File: config.mk
export PLATFORM = sky130hd
export DESIGN_NAME = lockable_mpu
export DESIGN_NICKNAME = d
export VERILOG_FILES = /design/src/rtl/mpu_pkg.sv /design/src/rtl/mpu_entry_table.sv /design/src/rtl/mpu_region_match.sv /design/src/rtl/mpu_rights_check.sv /design/src/rtl/lockable_mpu.sv
export SDC_FILE = /design/constraint.sdc
export NUM_CORES = 1
export LEC_CHECK = 0
export BUFFER_PORTS_ARGS = -buffer_cell sky130_fd_sc_hd__buf_4
export CORE_MARGIN = 5
export CORE_UTILIZATION = 30
export DETAILED_ROUTE_END_ITERATION = 12
export PLACE_DENSITY = 0.55
export SKIP_CTS_REPAIR_TIMING = 1
export SLEW_MARGIN = 20
export SYNTH_ARGS = -nofsm -noshare
export SYNTH_HDL_FRONTEND = slang
export SYNTH_SLANG_ARGS = --single-unit
export TNS_END_PERCENT = 20
File: constraint.sdc
create_clock -name clk -period 7.1 [get_ports clk]
set_clock_uncertainty 0.15 [all_clocks]
set_input_delay 0.71 -clock clk [delete_from_list [all_inputs] [get_ports clk]]
set_output_delay 0.71 -clock clk [all_outputs]
set_load 0.005 [all_outputs]
File: src/rtl/mpu_pkg.sv
package mpu_pkg;

  localparam int ADDR_W    = 32;
  localparam int START_LSB = 5;
  localparam int START_W   = ADDR_W - START_LSB;
  localparam int RIGHTS_W  = 4;
  localparam int MTYPE_W   = 9;
  localparam int SEG_W     = 5;

  typedef enum logic [1:0] {
    ACC_READ  = 2'b00,
    ACC_WRITE = 2'b01,
    ACC_EXEC  = 2'b10,
    ACC_BAD   = 2'b11
  } acc_kind_e;

  // Returns {user r,w,x, kernel r,w,x} for a whole rights code.
  function automatic logic [5:0] rights_perms(input logic [RIGHTS_W-1:0] code);
    logic [5:0] p;
    case (code)
      4'd2:    p = 6'b000_001;
      4'd3:    p = 6'b001_000;
      4'd4:    p = 6'b000_100;
      4'd5:    p = 6'b000_101;
      4'd6:    p = 6'b000_110;
      4'd7:    p = 6'b000_111;
      4'd8:    p = 6'b010_010;
      4'd9:    p = 6'b111_110;
      4'd10:   p = 6'b100_110;
      4'd11:   p = 6'b101_111;
      4'd12:   p = 6'b100_100;
      4'd13:   p = 6'b101_101;
      4'd14:   p = 6'b110_110;
      4'd15:   p = 6'b111_111;
      default: p = 6'b000_000;
    endcase
    return p;
  endfunction

  function automatic logic perm_allows(input logic [2:0] rwx, input acc_kind_e kind);
    case (kind)
      ACC_READ:  return rwx[2];
      ACC_WRITE: return rwx[1];
      ACC_EXEC:  return rwx[0];
      default:   return 1'b0;
    endcase
  endfunction

  function automatic logic write_blocked(input logic self_lock,
                                         input logic prev_lock,
                                         input logic [START_W-1:0] old_start,
                                         input logic [START_W-1:0] new_start);
    return self_lock || (prev_lock && (old_start != new_start));
  endfunction

endpackage

File: src/rtl/mpu_entry_table.sv
module mpu_entry_table
  import mpu_pkg::*;
#(
  parameter int N_ENTRIES = 8,
  localparam int IDX_W = $clog2(N_ENTRIES)
) (
  input  logic                               clk,
  input  logic                               rst_n,
  input  logic                               wr_en,
  input  logic [IDX_W-1:0]                   wr_idx,
  input  logic [ADDR_W-1:0]                  wr_addr_word,
  input  logic [31:0]                        wr_attr_word,
  input  logic                               enb_wr,
  input  logic [N_ENTRIES-1:0]               enb_wdata,
  output logic [N_ENTRIES-1:0][START_W-1:0]  start_q,
  output logic [N_ENTRIES-1:0]               en_q,
  output logic [N_ENTRIES-1:0]               lock_q,
  output logic [N_ENTRIES-1:0][RIGHTS_W-1:0] rights_q,
  output logic [N_ENTRIES-1:0][MTYPE_W-1:0]  mtype_q,
  output logic [N_ENTRIES-1:0][SEG_W-1:0]    seg_q,
  output logic                               wr_reject,
  output logic                               wr_err_q
);

  logic                prev_lock;
  logic                idx_ok;
  logic [START_W-1:0]  new_start;

  assign new_start = wr_addr_word[ADDR_W-1:START_LSB];

  always_comb begin
    idx_ok    = (32'(wr_idx) < N_ENTRIES);
    prev_lock = (wr_idx != '0) ? lock_q[wr_idx - 1'b1] : 1'b0;
    wr_reject = wr_en && (!idx_ok ||
                write_blocked(lock_q[wr_idx], prev_lock, start_q[wr_idx], new_start));
  end

  always_ff @(posedge clk) begin
    if (!rst_n) begin
      start_q  <= '0;
      en_q     <= '0;
      lock_q   <= '0;
      rights_q <= '0;
      mtype_q  <= '0;
      seg_q    <= '0;
      wr_err_q <= 1'b0;
    end else begin
      wr_err_q <= wr_reject;
      for (int i = 0; i < N_ENTRIES; i++) begin
        if (enb_wr && !lock_q[i])
          en_q[i] <= enb_wdata[i];
        if (wr_en && !wr_reject && wr_idx == IDX_W'(i)) begin
          en_q[i]     <= wr_addr_word[0];
          lock_q[i]   <= wr_addr_word[1];
          start_q[i]  <= new_start;
          seg_q[i]    <= wr_attr_word[4:0];
          rights_q[i] <= wr_attr_word[11:8];
          mtype_q[i]  <= wr_attr_word[20:12];
        end
      end
    end
  end

endmodule

File: src/rtl/mpu_region_match.sv
module mpu_region_match
  import mpu_pkg::*;
#(
  parameter int N_ENTRIES = 8,
  localparam int IDX_W = $clog2(N_ENTRIES)
) (
  input  logic [ADDR_W-1:0]                 addr,
  input  logic [N_ENTRIES-1:0]              en,
  input  logic [N_ENTRIES-1:0][START_W-1:0] start,
  output logic                              hit,
  output logic [IDX_W-1:0]                  idx
);

  logic [N_ENTRIES-1:0] at_or_above;

  for (genvar g = 0; g < N_ENTRIES; g++) begin : g_cmp
    assign at_or_above[g] = en[g] && (addr[ADDR_W-1:START_LSB] >= start[g]);
  end

  // Later (higher) entries override earlier ones.
  always_comb begin
    hit = 1'b0;
    idx = '0;
    for (int i = 0; i < N_ENTRIES; i++) begin
      if (at_or_above[i]) begin
        hit = 1'b1;
        idx = IDX_W'(i);
      end
    end
  end

endmodule

File: src/rtl/mpu_rights_check.sv
module mpu_rights_check
  import mpu_pkg::*;
(
  input  logic                hit,
  input  logic [RIGHTS_W-1:0] code,
  input  logic [1:0]          kind,
  input  logic                user,
  output logic                allow
);

  logic [5:0] perms;
  logic [2:0] mode_rwx;

  always_comb begin
    perms    = rights_perms(code);
    mode_rwx = user ? perms[5:3] : perms[2:0];
    allow    = hit && perm_allows(mode_rwx, acc_kind_e'(kind));
  end

endmodule

File: src/rtl/lockable_mpu.sv
module lockable_mpu
  import mpu_pkg::*;
#(
  parameter int N_ENTRIES = 8,
  localparam int IDX_W = $clog2(N_ENTRIES)
) (
  input  logic                 clk,
  input  logic                 rst_n,
  input  logic                 wr_en,
  input  logic [IDX_W-1:0]     wr_idx,
  input  logic [31:0]          wr_addr_word,
  input  logic [31:0]          wr_attr_word,
  output logic                 wr_err,
  input  logic                 enb_wr,
  input  logic [N_ENTRIES-1:0] enb_wdata,
  output logic [N_ENTRIES-1:0] enb_rdata,
  input  logic [IDX_W-1:0]     rd_idx,
  output logic [31:0]          rd_addr_word,
  output logic [31:0]          rd_attr_word,
  input  logic [31:0]          chk_addr,
  input  logic [1:0]           chk_kind,
  input  logic                 chk_user,
  output logic                 chk_allow,
  output logic                 chk_hit,
  output logic [IDX_W-1:0]     chk_idx,
  output logic [8:0]           chk_mtype
);

  logic [N_ENTRIES-1:0][START_W-1:0]  start_q;
  logic [N_ENTRIES-1:0]               en_q;
  logic [N_ENTRIES-1:0]               lock_q;
  logic [N_ENTRIES-1:0][RIGHTS_W-1:0] rights_q;
  logic [N_ENTRIES-1:0][MTYPE_W-1:0]  mtype_q;
  logic [N_ENTRIES-1:0][SEG_W-1:0]    seg_q;
  logic                               wr_reject;
  logic                               match_hit;
  logic [IDX_W-1:0]                   match_idx;

  mpu_entry_table #(.N_ENTRIES(N_ENTRIES)) u_table (
    .clk          (clk),
    .rst_n        (rst_n),
    .wr_en        (wr_en),
    .wr_idx       (wr_idx),
    .wr_addr_word (wr_addr_word),
    .wr_attr_word (wr_attr_word),
    .enb_wr       (enb_wr),
    .enb_wdata    (enb_wdata),
    .start_q      (start_q),
    .en_q         (en_q),
    .lock_q       (lock_q),
    .rights_q     (rights_q),
    .mtype_q      (mtype_q),
    .seg_q        (seg_q),
    .wr_reject    (wr_reject),
    .wr_err_q     (wr_err)
  );

  mpu_region_match #(.N_ENTRIES(N_ENTRIES)) u_match (
    .addr  (chk_addr),
    .en    (en_q),
    .start (start_q),
    .hit   (match_hit),
    .idx   (match_idx)
  );

  mpu_rights_check u_rights (
    .hit   (match_hit),
    .code  (rights_q[match_idx]),
    .kind  (chk_kind),
    .user  (chk_user),
    .allow (chk_allow)
  );

  assign chk_hit   = match_hit;
  assign chk_idx   = match_idx;
  assign chk_mtype = match_hit ? mtype_q[match_idx] : '0;

  assign enb_rdata    = en_q;
  assign rd_addr_word = {start_q[rd_idx], 3'b000, lock_q[rd_idx], en_q[rd_idx]};
  assign rd_attr_word = {11'd0, mtype_q[rd_idx], rights_q[rd_idx], 3'b000, seg_q[rd_idx]};

endmodule

# Yosys cells after proc, flatten, opt, wreduce, memory -nomap -nowiden
# Memories as Yosys holds them, arrays and structs flattened.
# Cells that the tools add are included.
[word_totals] regBits=377 mem_bits_ro=96 out_inout_bits=87 elab_cells=179 memories=1
[op_classes] n_addsub=1 order_cmp=12 eq_ne=10 muxes=57 n_reduce_logical=49
[mem_list] name="(name not given)" words=16 width=6 read_ports=1 rd_ports_with_merged_regs=0 wr=0 line_no="mpu_pkg.sv:20" rtl="case (code)"
[op_table] op="$ge A27 B27 Y1" count=8
[op_table] op="$bmux W27 S3" count=2
[op_table] op="$bmux W9 S3" count=2
[op_table] op="$mux W27" count=2
[op_table] op="$mux W1" count=30
[op_table] op="$logic_and A1 B1 Y1" count=28
[op_table] op="$mux W9" count=3
[op_table] op="$ne A27 B27 Y1" count=1
[op_table] op="$bmux W4 S3" count=2
[op_table] op="$lt A3 B4 Y1 const B" count=4
[op_table] op="$reduce_bool A2 Y1" count=8
[op_table] op="$bmux W5 S3" count=1
[op_table] op="$mux W3" count=5
[op_table] op="$bmux W1 S3" count=4
[op_table] op="$eq A3 B3 Y1 const B" count=4
[op_table] op="$logic_not A1 Y1" count=9
[op_table] op="$mux W4" count=2
[op_table] op="$eq A3 B2 Y1 const B" count=2
[op_table] op="$mux W5" count=1
[op_table] op="$mux W2" count=2
[op_table] op="$eq A3 B1 Y1 const B" count=1
[op_table] op="$logic_not A3 Y1" count=1
[op_table] op="$pmux W1 S3" count=1
[op_table] op="$reduce_bool A3 Y1" count=1
[op_table] op="5 further kinds" count=5

# Logic depth before layout (Yosys ltp)
# An unclocked memory read counts as a cell.
[logic_depth] word_depth=15 mapped_depth=19 depth_no_buf=18

# Modules after synthesis
# A second synthesis with hierarchy kept.
[hier_totals] hier_cells=2579 area_unflattened_um2=25544.5
[by_module_without_submodules] module="mpu_entry_table" instances=1 cells_per_inst=1556 area_each_um2=16211.8 seq_area_each_um2=7547.2
[by_module_without_submodules] module="mpu_region_match" instances=1 cells_per_inst=768 area_each_um2=5512.8 seq_area_each_um2=0.0
[by_module_without_submodules] module="lockable_mpu" instances=1 cells_per_inst=241 area_each_um2=3733.6 seq_area_each_um2=0.0
[by_module_without_submodules] module="mpu_rights_check" instances=1 cells_per_inst=14 area_each_um2=86.3 seq_area_each_um2=0.0

# Worst setup path before layout
# No wires, ideal clock.
[synth_timing] path_type="input port to output port" start="input chk_addr[5]" end="output chk_allow" arrival_ns=4.080 t_required_ns=6.240 slack_ns=2.160 path_stages=16 n_path_buf=1 cell_sequence="inv_1 -> ha_1 -> nand2b_1 -> a31oi_1 -> o21ai_0 -> a311o_1 -> o21a_1 -> a211oi_1 -> or2_1 -> clkbuf_1 -> mux2i_1 -> a221oi_2 -> ha_1 -> nor3_1 -> o311ai_0 -> a221oi_1"
[synth_via] elab_chain_len=15 word_cells_on_any_way=37 cone_classes="8 x order compare; 19 x mux; 9 x reduce/logical; 1 x memory"
[synth_rtl] element="start, declared" line_no="lockable_mpu.sv:20" rtl="input logic [31:0] chk_addr,"
[synth_rtl] element="$ge A27 B27 Y1" line_no="mpu_region_match.sv:17" rtl="assign at_or_above[g] = en[g] && (addr[ADDR_W-1:START_LSB] >= start[g]);"
[synth_rtl] element="$logic_and A1 B1 Y1" line_no="mpu_region_match.sv:17"
[synth_rtl] element="$mux W1" line_no="mpu_region_match.sv:25" rtl="if (at_or_above[i]) begin"
[synth_rtl] element="$mux W2 (2 in series)" line_no="mpu_region_match.sv:25"
[synth_rtl] element="$mux W3 (4 in series)" line_no="mpu_region_match.sv:25"
[synth_rtl] element="$bmux W4 S3" line_no="lockable_mpu.sv:68" rtl=".code (rights_q[match_idx]),"
[synth_rtl] element="$mux W4 (not written as such)" line_no="lockable_mpu.sv:68"
[synth_rtl] element="$mem_v2 Z16 W6"
[synth_rtl] element="$mux W3" line_no="mpu_rights_check.sv:16" rtl="mode_rwx = user ? perms[5:3] : perms[2:0];"
[synth_rtl] element="$pmux W1 S3" line_no="mpu_pkg.sv:41" rtl="case (kind)"
[synth_rtl] element="$logic_and A1 B1 Y1 (*)" line_no="mpu_rights_check.sv:17" rtl="allow = hit && perm_allows(mode_rwx, acc_kind_e'(kind));"
[synth_rtl] element="end, declared" line_no="lockable_mpu.sv:23" rtl="output logic chk_allow,"
# Every way passes the cells marked *; elsewhere a longest branch is shown, timed or not. The select of a mux whose other input is x is not followed.

# Worst setup path after layout
[layout_timing] start="register u_table.start_q[139] in the netlist's numbering" end="output chk_allow"
[layout_via] elab_chain_len=11 word_cells_on_any_way=14 cone_classes="1 x order compare; 10 x mux; 2 x reduce/logical; 1 x memory"
[layout_rtl] element="start, declared" line_no="mpu_entry_table.sv:15" rtl="output logic [N_ENTRIES-1:0][START_W-1:0] start_q,"
[layout_rtl] element="start signal, assigned by index" line_no="mpu_entry_table.sv:55" rtl="start_q[i] <= new_start;"
[layout_rtl] element="$ge A27 B27 Y1 (*)" line_no="mpu_region_match.sv:17"
[layout_rtl] element="$logic_and A1 B1 Y1 (*)" line_no="mpu_region_match.sv:17"
[layout_rtl] element="$mux W3 (3 in series)" line_no="mpu_region_match.sv:25"
[layout_rtl] element="$bmux W4 S3" line_no="lockable_mpu.sv:68"
[layout_rtl] element="$mux W4 (not written as such)" line_no="lockable_mpu.sv:68"
[layout_rtl] element="$mem_v2 Z16 W6"
[layout_rtl] element="$mux W3" line_no="mpu_rights_check.sv:16"
[layout_rtl] element="$pmux W1 S3" line_no="mpu_pkg.sv:41"
[layout_rtl] element="$logic_and A1 B1 Y1 (*)" line_no="mpu_rights_check.sv:17"
# Marked as above.

==> results.toml <==
[run_status]
status = "completed"

[logic_synthesis]
yosys_register_bits = 377
yosys_most_used_dff = "dfxtp_1"
syn_area_sq_um = 25200
ys_async_sr_fraction_pct = 0
yosys_warnings = 0
avgSynthCellArea_sq_um = 9.73
yosysSeqAreaShare_pct = 29.9
netlist_instances = 2592
synth_edf_count = 0
ys_types = 62

[hold_path]
worstHoldPathCells = 3
hp-class = "in2reg"

[detailed_routing]
drt_drc_violations_left = 0
drt_pass1_iterations = 5
wl_met2_mm = 38.6
first_iter_violations = 1602
routed_wl_mm = 84.4
met3_length_mm = 5.63
wl_per_cell_microns = 22.4
viasPerCell = 5.17
wl_met1_mm = 38.2
drtAntennaViolNets = 0
topRoutingLayerUsed = "met5"
vias = 19500

[die]
die_area_sq_um = 90000
start_util_pct = 30.2
coreArea_sq_um = 83600
io-pin-count = 204
fp-row-count = 106
die_w_microns = 300
die_h_microns = 300

[global_route]
antenna_found_initial = 9
grt_pass1_wl_mm = 126
track_usage_pct = 18.2
grt_max_degree = 138
grt_overflow = 0
grt_pass1_vias = 19100

[sta]
fin_crit_ns = 6.59
fin_setup_tns_ns = 0
setup_viol = 0
fin_crit_sh_pct = 92.8
slew_violations = 0
finalHoldViolCount = 0
worst_pin_slew_ns = 0.951
slew_headroom_pct = 35.8
fmax_mhz = 152
rsz0062_at_grt = "no"

[pwr]
power_density_nw_per_um2 = 194
p_leak_nw = 11.9
peakVddDrop_mv = 0.144

[clock_network]
clock_sinks = 377
cts_tree = "built"
cts-root-buf = "clkbuf_16"
clk_latency_ns = 0.60
clk_pin_slew_ns = 0.06
numCtsBuffers = 46
cts_htree_levels = 2
cts_buffer_depth = 3

[finish]
nFillCells = 8585
layout.nets = 2996
final_util_pct = 34.7
syn_to_final_growth_pct = 14.8
drive_gt1_share_pct = 18.2

[critical_path]
worst_r2r_path_depth = 12
cp_max_fo = 6
start_kind = "flip-flop"
crit_family = "compound AO/OA/AOI/OAI gates"
crit_required_ns = 6.24
cp_cell_sequence = "inv_1, ha_1, a211oi_1, nor2_1, o31ai_1, o211ai_1, a22oi_1, nand2_1, nor2_1, inv_1, nor2_1, o311ai_0, o211a_1, inv_1, ha_1, nor3_1, o311ai_0, a221oi_1, buf_4, buf_4"
cp-end-kind = "primary output"
critPathSlowestCell = "a22oi_1"
path_buf_inv = 5
crit_type = "reg2out"
cp.depth = 20
critPathArrivalTime_ns = 5.73
slowest_delay_ns = 0.66

[placement]
gp_congestion = 0.886
port_buffers = 164
dp_hpwl_mm = 58.9

[run]
cap_violations = 0
[power breakdown]
| group | switching (mW) | internal, mW |
|---|---|---|
| logic | 0.551 | 0.399 |
| registers | 0.0493 | 2.17 |
| clock network | 0.996 | 1.44 |
| total | 1.60 | 4.01 |
[Yosys cell counts, types with 23 or more instances]
cell type | count | area, sq um
nand2_1 | 98 | 368
inv_1 | 226 | 848
nand4_1 | 26 | 163
a21oi_1 | 89 | 445
a21o_1 | 23 | 173
clkbuf_1 | 127 | 477
ha_1 | 223 | 2790
o21ai_0 | 67 | 335
dfxtp_1 | 377 | 7550
mux2i_1 | 421 | 4210
nand3_1 | 28 | 140
mux4_2 | 152 | 3420
nor2_1 | 301 | 1130
o211ai_1 | 27 | 203
mux2_2 | 40 | 450
buf_4 | 33 | 248
nor2b_1 | 118 | 738
buf_2 | 25 | 125
[layout by cell type, fill, tap and decap left out, types with 9 or more instances in the layout]
cell,n
a21o_1,23
nor2b_1,118
nor3_1,12
a21oi_1,88
nand2_1,94
inv_1,226
nor2_1,297
clkbuf_16,47
mux2_2,40
xnor2_1,16
clkinv_2,9
mux4_2,152
nor4_1,10
clkbuf_1,9
xor2_1,11
nand4_1,26
conb_1,17
buf_4,200
dfxtp_1,377
mux2i_1,421
a211oi_1,11
ha_1,223
nand3_1,28
o21ai_0,67
o211ai_1,27
o21a_1,14
[worst reg2reg max path, cell delays in order (launching register included)]
cell     delay, ns
dfxtp_1       0.34
mux4_2        0.46
mux2i_1       0.17
xnor2_1       0.29
nor4_1        0.52
nand4_1       0.22
nor4_1        0.64
o21ai_1       0.17
nor3b_2       0.65
nand2_4       0.40
buf_12        0.36
mux2i_1       0.25
nor2_1        0.05
[sequential cells by signal (all words and copies together) (netlist names)]
signal	count
u_table.start_q	216
u_table.mtype_q	72
u_table.seg_q	40
u_table.rights_q	32
u_table.en_q	8
u_table.lock_q	8
u_table.wr_err_q	1
[kinds of logic after synthesis]
logic type | share of synthesized area (%)
compound gates | 7.20
xor+xnor | 0.938
fa+ha+maj | 11.1
buf+inv | 7.13
flops | 29.9
mux | 32.1
other cells | 0.0149
simple gates | 11.7
[final cells by class]
type / instances / area (sq um) / area share (%)
timing repair buffer: 207 / 1630 / 5.64
clock inverter: 18 / 221 / 0.765
multi-input combinational: 1797 / 16000 / 55.3
tap: 1080 / 1350 / 4.67
sequential: 377 / 7550 / 26.1
antenna: 2 / 5.00 / 0.0173
inverter: 227 / 860 / 2.97
clock buffer: 64 / 1320 / 4.56
[metrics by stage]
step / hold slack [ns] / cells / total power, mW / cell area [sq um] / setup WS, ns
floorplan: 0.305 / 2608 / 2.85 / 25300 / 2.16
global placement: 0.323 / 3688 / 3.20 / 27400 / 0.723
detailed placement: 0.332 / 3688 / 3.21 / 27400 / 0.787
CTS: 0.242 / 3770 / 5.66 / 29000 / 0.525
global route: 0.278 / 3772 / 5.83 / 29000 / 0.0506
finish: 0.274 / 3772 / 5.61 / 29000 / 0.509
[metal layers]
layer	global-route usage, %	vias up
met1	25.3	9592
met5	0	-
met4	4.37	12
met2	29.1	554
met3	3.78	100
li1	-	9262
[path summary, 6_finish.rpt]
check | from | end | slack (ns)
max | u_table.start_q[139] | chk_allow | 0.51
min | wr_addr_word[1] | u_table.lock_q[0] | 0.27
max reg2reg | u_table.start_q[211] | u_table.start_q[76] | 2.29
min reg2reg | u_table.seg_q[34] | u_table.seg_q[34] | 0.34
No activity file was read; power rests on OpenSTA's default activity.
